## config.mk

```make
export PLATFORM = sky130hd
export DESIGN_NAME = ea_gen
export DESIGN_NICKNAME = d
export VERILOG_FILES = /design/src/rtl/ea_pkg.sv /design/src/rtl/ea_disp_ext.sv /design/src/rtl/ea_reg_check.sv /design/src/rtl/ea_sum.sv /design/src/rtl/ea_gen.sv
export SDC_FILE = /design/constraint.sdc
export NUM_CORES = 1
export LEC_CHECK = 0
export BUFFER_PORTS_ARGS = -buffer_cell sky130_fd_sc_hd__buf_4
export CORE_MARGIN = 2
export CORE_UTILIZATION = 54
export DETAILED_ROUTE_END_ITERATION = 16
export PLACE_DENSITY = 0.79
export SLEW_MARGIN = 40
export SYNTH_ARGS = -nofsm -noshare
export SYNTH_HDL_FRONTEND = slang
export SYNTH_HIERARCHICAL = 1
export SYNTH_SLANG_ARGS = --single-unit
```

## constraint.sdc

```tcl
create_clock -name clk -period 0.8 [get_ports clk]
set_input_delay 0.12 -clock clk [delete_from_list [all_inputs] [get_ports clk]]
set_output_delay 0.12 -clock clk [all_outputs]
set_load 0.005 [all_outputs]
```

## src/rtl/ea_pkg.sv

```systemverilog
package ea_pkg;
   localparam int REG_W   = 3;
   localparam int SCALE_W = 2;

   localparam logic [REG_W-1:0] SEL_B  = 3'd3;
   localparam logic [REG_W-1:0] SEL_SP = 3'd4;
   localparam logic [REG_W-1:0] SEL_BP = 3'd5;
   localparam logic [REG_W-1:0] SEL_SI = 3'd6;
   localparam logic [REG_W-1:0] SEL_DI = 3'd7;

   typedef enum logic [1:0] {
      DSZ_NONE = 2'd0,
      DSZ_BYTE = 2'd1,
      DSZ_FULL = 2'd2,
      DSZ_RSVD = 2'd3
   } dsz_e;

   typedef enum logic {
      SEG_DATA  = 1'b0,
      SEG_STACK = 1'b1
   } seg_e;
endpackage

```

## src/rtl/ea_disp_ext.sv

```systemverilog
module ea_disp_ext
   import ea_pkg::*;
#(
   parameter int AW = 32,
   parameter int NW = 16
) (
   input  logic          wide_i,
   input  logic [1:0]    sz_i,
   input  logic [AW-1:0] disp_i,
   output logic [AW-1:0] ext_o,
   output logic          bad_o
);
   localparam int BYTE_W = 8;

   logic [AW-1:0] byte_ext;
   logic [AW-1:0] narrow_ext;

   assign byte_ext   = {{(AW-BYTE_W){disp_i[BYTE_W-1]}}, disp_i[BYTE_W-1:0]};
   assign narrow_ext = {{(AW-NW){1'b0}}, disp_i[NW-1:0]};

   always_comb begin
      bad_o = 1'b0;
      unique case (dsz_e'(sz_i))
         DSZ_NONE: ext_o = '0;
         DSZ_BYTE: ext_o = byte_ext;
         DSZ_FULL: ext_o = wide_i ? disp_i : narrow_ext;
         default: begin
            ext_o = '0;
            bad_o = 1'b1;
         end
      endcase
   end
endmodule

```

## src/rtl/ea_reg_check.sv

```systemverilog
module ea_reg_check
   import ea_pkg::*;
(
   input  logic               wide_i,
   input  logic               base_v_i,
   input  logic [REG_W-1:0]   base_sel_i,
   input  logic               idx_v_i,
   input  logic [REG_W-1:0]   idx_sel_i,
   input  logic [SCALE_W-1:0] scale_i,
   output logic               illegal_o,
   output logic               stack_o
);
   logic narrow_base_ok;
   logic narrow_idx_ok;
   logic wide_idx_bad;
   logic scale_bad;

   assign narrow_base_ok = (base_sel_i == SEL_B) || (base_sel_i == SEL_BP);
   assign narrow_idx_ok  = (idx_sel_i == SEL_SI) || (idx_sel_i == SEL_DI);
   assign wide_idx_bad   = idx_v_i && (idx_sel_i == SEL_SP);
   assign scale_bad      = (scale_i != '0) && (!wide_i || !idx_v_i);

   always_comb begin
      if (wide_i)
         illegal_o = wide_idx_bad || scale_bad;
      else
         illegal_o = (base_v_i && !narrow_base_ok) ||
                     (idx_v_i && !narrow_idx_ok) || scale_bad;
   end

   assign stack_o = base_v_i && ((base_sel_i == SEL_SP) || (base_sel_i == SEL_BP));
endmodule

```

## src/rtl/ea_sum.sv

```systemverilog
module ea_sum
   import ea_pkg::*;
#(
   parameter int AW = 32,
   parameter int NW = 16
) (
   input  logic               wide_i,
   input  logic               base_v_i,
   input  logic [AW-1:0]      base_val_i,
   input  logic               idx_v_i,
   input  logic [AW-1:0]      idx_val_i,
   input  logic [SCALE_W-1:0] scale_i,
   input  logic [AW-1:0]      disp_i,
   output logic [AW-1:0]      ea_o
);
   logic [AW-1:0] base_term;
   logic [AW-1:0] idx_term;
   logic [AW-1:0] full_sum;

   assign base_term = base_v_i ? base_val_i : '0;
   assign idx_term  = idx_v_i ? (idx_val_i << scale_i) : '0;
   assign full_sum  = base_term + idx_term + disp_i;

   assign ea_o = wide_i ? full_sum : {{(AW-NW){1'b0}}, full_sum[NW-1:0]};
endmodule

```

## src/rtl/ea_gen.sv

```systemverilog
module ea_gen
   import ea_pkg::*;
#(
   parameter int AW      = 32,
   parameter int NW      = 16,
   parameter bit REG_OUT = 1'b1
) (
   input  logic               clk,
   input  logic               rst_n,
   input  logic               wide_mode_i,
   input  logic               base_vld_i,
   input  logic [REG_W-1:0]   base_sel_i,
   input  logic               idx_vld_i,
   input  logic [REG_W-1:0]   idx_sel_i,
   input  logic [SCALE_W-1:0] scale_i,
   input  logic [AW-1:0]      disp_i,
   input  logic [1:0]         disp_sz_i,
   input  logic [AW-1:0]      base_val_i,
   input  logic [AW-1:0]      idx_val_i,
   output logic [AW-1:0]      ea_o,
   output logic               seg_o,
   output logic               err_o
);
   if (NW < 8 || NW >= AW) begin : g_bad_widths
      $error("ea_gen: NW must be at least 8 and below AW");
   end

   logic [AW-1:0] disp_ext;
   logic          disp_bad;
   logic          reg_bad;
   logic          stack_c;
   logic [AW-1:0] ea_c;
   logic          err_c;

   ea_disp_ext #(.AW(AW), .NW(NW)) i_disp (
      .wide_i (wide_mode_i),
      .sz_i   (disp_sz_i),
      .disp_i (disp_i),
      .ext_o  (disp_ext),
      .bad_o  (disp_bad)
   );

   ea_reg_check i_check (
      .wide_i     (wide_mode_i),
      .base_v_i   (base_vld_i),
      .base_sel_i (base_sel_i),
      .idx_v_i    (idx_vld_i),
      .idx_sel_i  (idx_sel_i),
      .scale_i    (scale_i),
      .illegal_o  (reg_bad),
      .stack_o    (stack_c)
   );

   ea_sum #(.AW(AW), .NW(NW)) i_sum (
      .wide_i     (wide_mode_i),
      .base_v_i   (base_vld_i),
      .base_val_i (base_val_i),
      .idx_v_i    (idx_vld_i),
      .idx_val_i  (idx_val_i),
      .scale_i    (scale_i),
      .disp_i     (disp_ext),
      .ea_o       (ea_c)
   );

   assign err_c = reg_bad || disp_bad;

   if (REG_OUT) begin : g_reg
      always_ff @(posedge clk or negedge rst_n) begin
         if (!rst_n) begin
            ea_o  <= '0;
            seg_o <= SEG_DATA;
            err_o <= 1'b0;
         end else begin
            ea_o  <= ea_c;
            seg_o <= stack_c;
            err_o <= err_c;
         end
      end

      // a stack-pointer index in wide mode is refused
      assert_sp_index_refused_R3: assert property (@(posedge clk) disable iff (!rst_n)
         (wide_mode_i && idx_vld_i && idx_sel_i == SEL_SP) |=> err_o);

      // narrow mode refuses a source-index register as base
      assert_narrow_base_refused_R4: assert property (@(posedge clk) disable iff (!rst_n)
         (!wide_mode_i && base_vld_i && base_sel_i == SEL_SI) |=> err_o);

      // scaling in narrow mode is refused
      assert_narrow_scale_refused_R5: assert property (@(posedge clk) disable iff (!rst_n)
         (!wide_mode_i && scale_i != '0) |=> err_o);

      // narrow results keep the upper bits clear
      assert_narrow_upper_zero_R6: assert property (@(posedge clk) disable iff (!rst_n)
         (!wide_mode_i) |=> (err_o || ea_o[AW-1:NW] == '0));

      // a frame-pointer base selects the stack segment
      assert_bp_stack_seg_R7: assert property (@(posedge clk) disable iff (!rst_n)
         (base_vld_i && base_sel_i == SEL_BP) |=> seg_o);

      // no terms at all gives a zero address
      assert_empty_operand_zero_R1: assert property (@(posedge clk) disable iff (!rst_n)
         (wide_mode_i && !base_vld_i && !idx_vld_i && disp_sz_i == DSZ_NONE) |=> (ea_o == '0 || err_o));
   end else begin : g_comb
      assign ea_o  = ea_c;
      assign seg_o = stack_c;
      assign err_o = err_c;
   end
endmodule

```

==> impl_metrics.csv <==
group,metric,value,unit
floorplanning,pin_count,145,
status,status,"complete, but fails checks",
route,viasPerCell,5.95,
clock_tree,cts_buffer_depth,2,
route,drc,0,
grt,grt_pass1_vias,5825,
critical_path,start_kind,"input port",
grt,grt_antenna_before_repair,0,
final_layout,antennaDiodeCount,0,
worst_hold_path,hold_path_class,"input port to flip-flop",
logic_synthesis,synth_top_flop_cell,"dfrtp_1",
logic_synthesis,synth_top_area_share,16.4,%
logic_synthesis,synth.distinct_cells,59,
placement,place_area,7340,um^2
critical_path,endpoint,"ea_o[29]",
floorplanning,die-height,102,um
logic_synthesis,yosys_warnings,6,
sta,fin_ws,-2.49,ns
status,failed_checks,"setup timing",
logic_synthesis,yosys-top-cells-area,"dfrtp_1, fa_1, mux4_2",
clock_tree,path_clk_slew,0.09,ns
clock_tree,tritoncts,"yes",
worst_hold_path,min_from,"base_sel_i[2]",
grt,grt_pass1_wl,29400,um
logic_synthesis,synth_nets,749,
floorplanning,start_util,55.8,%
sta,period_needed,3.29,ns
placement,post-place-ws,-2.85,ns
critical_path,critPathArrivalTime,3.51,ns
logic_synthesis,synthCells,572,
sta,worstMarginPinSlew,0.487,ns
final_layout,drive_gt1_share,53.6,%
grt,grt_max_degree,35,
route,wirelength,20600,um
floorplanning,rows,35,
final_layout,area_growth,59.9,%
logic_synthesis,avgSynthCellArea,9.05,um^2
pwr,power_density,1330,nW/um^2
logic_synthesis,synth_seq_cells,34,
critical_path,path_class,"input port to flip-flop",
grt,grt_usage,36.8,%
final_layout,fin_area,8280,um^2
placement,portBuffers,144,
logic_synthesis,syn-cell-area,5180,um^2
final_layout,final_nets,1023,
clock_tree,clock_sinks,34,
clock_tree,cts_buffers,5,
pwr,leakage,3.95,nW
grt,overflow,0,
sta,relSlewSlack,67.5,%
critical_path,startpoint,"disp_sz_i[0]",
sta,max_freq,304,MHz
sta,setup_viol,67,
floorplanning,die_area,10400,um^2
sta,slew_viol_final,0,
sta,finalHoldViolCount,0,
clock_tree,cts-root-buf,"clkbuf_8",
run,cap_viol_max_count,0,
critical_path,required,1.02,ns
sta,rsz0062_at_grt,"true",
placement,place_hpwl,13300,um
placement,place_congestion,0.993,
critical_path,cp_max_fo,3,
final_layout,postLayoutCoreUtil,89.2,%
clock_tree,h-tree-depth,2,
logic_synthesis,async_flop_share,100,%
logic_synthesis,synth_top_area_cell,"dfrtp_1",
pwr,ir_drop,1.01,mV
route,first_iter_violations,441,
logic_synthesis,synth_edf_count,0,
floorplanning,die_w,102,um
floorplanning,fp.coreArea,9280,um^2
route,antenna_left,0,
critical_path,cp-end-kind,"flip-flop",
route,vias,5803,
route,post_drt_wl_per_cell,21.1,um
logic_synthesis,yosysSeqAreaShare,16.4,%
sta,period_share,411,%
route,dr.pass1.iters,5,
cell families (layout without fill, tap and decap cells):
logic type	after synthesis	count (layout)	synth area share (%)
and+or+nand+nor	208	208	21.4
AOI/OAI and AO/OA	126	126	16.7
buffers and inverters	77	352	7.10
adders and majority gates	66	66	20.6
muxes	37	37	13.7
DFF	34	34	16.4
xor gates and xnor gates	24	24	4.06
metal layers:
metal  global-route usage (%)  routed length (um)  vias up
met1                     46.1                7550     2742
met5                        0                   0        -
met2                     62.6               10100      422
met3                     6.09                1790      101
li1                         -                   -     2538
met4                     16.4                1120        0
flip-flops by register name, summed over array words and instances, names as in the netlist:
| name | count |
|---|---|
| err_o | 1 |
| seg_o | 1 |
| ea_o | 32 |
power breakdown:
group / leakage, nW / internal, mW / switching (mW)
logic: 3.48 / 3.88 / 3.35
clock network: 0.0472 / 0.695 / 0.791
registers: 0.424 / 2.12 / 0.216
total: 3.95 / 6.69 / 4.35
synthesized netlist by cell type (2+ instances only):
cell type and instances:
xnor2_1 16, o21a_1 2, buf_6 5, o31ai_1 4, dfrtp_1 34, buf_2 7, buf_12 2, nand4_1 4
nand2b_1 9, nor2b_1 4, a21oi_2 21, nand3_1 21, nand3_2 11, a21boi_0 2, o21ai_1 7, o211ai_1 3
nand2_1 54, a31oi_1 3, nor2_1 36, mux2i_1 9, a21oi_1 39, buf_1 3, or2_1 2, nor3_1 2
clkbuf_1 17, ha_1 34, o21ai_0 12, xor2_1 8, and3_1 5, a311o_1 3, mux4_2 27, inv_1 43
o21bai_1 4, nor3b_1 2, a21o_1 13, and2_1 50, fa_1 32
per-stage QoR:
step / setup TNS (ns) / instances / hold slack (ns) / total power, mW
2_1_floorplan: -62.00 / 572 / -0.176 / 5.34
3_3_place_gp: -70.91 / 940 / 0.103 / 8.00
3_5_place_dp: -73.16 / 940 / 0.108 / 8.14
4_1_cts: -65.09 / 970 / 0.0395 / 10.4
5_1_grt: -71.88 / 976 / 0.0704 / 11.6
6_report: -69.23 / 976 / 0.0647 / 11.0
how the worst min path moves through the flow:
stage	cells past startpoint	slack, ns	endpoint
final	3	0.06	seg_o
after global routing	3	0.07	seg_o
after CTS	3	0.04	seg_o
after detailed placement	1	0.11	ea_o[8]
after global placement	1	0.10	ea_o[8]
after floorplan	0	-0.18	ea_o[0]
placed cells by master (no fill, tap or decap), types with 3 or more instances in the layout:
cell type,instances
a21o_1,12
a21oi_1,23
a21oi_2,32
a21oi_4,5
a311o_1,3
and2_1,44
and2_4,6
and3_1,5
buf_12,3
buf_4,247
buf_6,47
clkbuf_8,6
dfrtp_1,34
fa_1,29
fa_2,3
ha_1,20
ha_4,12
inv_1,35
inv_2,7
mux2i_1,9
mux4_2,27
nand2_1,53
nand2b_1,7
nand3_1,18
nand3_2,12
nand4_1,4
nor2_1,30
nor2_2,5
nor2b_1,3
nor3b_2,3
o211ai_1,3
o21ai_0,12
o21ai_1,4
o21bai_1,3
xnor2_1,13
xnor2_2,3
xor2_1,8
critical path: stages:
cell and delay, ns:
buf_12 0.09, clkinv_8 0.04, ha_4 0.26, o21ba_4 0.15, buf_4 0.14, and2_4 0.16
fa_1 0.54, fa_2 0.44, a21o_4 0.25, a22o_1 0.28, nor3b_2 0.29, o31ai_2 0.11
a211o_1 0.33, o22ai_2 0.12, mux2i_1 0.19
timing repair:
action,4_1_cts,5_1_grt
hold buffers,2,0
endpoints found under the setup margin,67,67
pin swaps,37,30
setup buffers,20,7
gates resized for setup,93,45
endpoints found under the hold margin,35,0
cell type report:
type,instances,area [um^2]
fill,427,1000
timing repair buffer,301,2490
clock inverter,2,12.5
sequential,34,851
tap,129,161
clock buffer,6,82.6
multi-input combinational,461,4510
inverter,43,174
(Power assumes the default switching activity.)
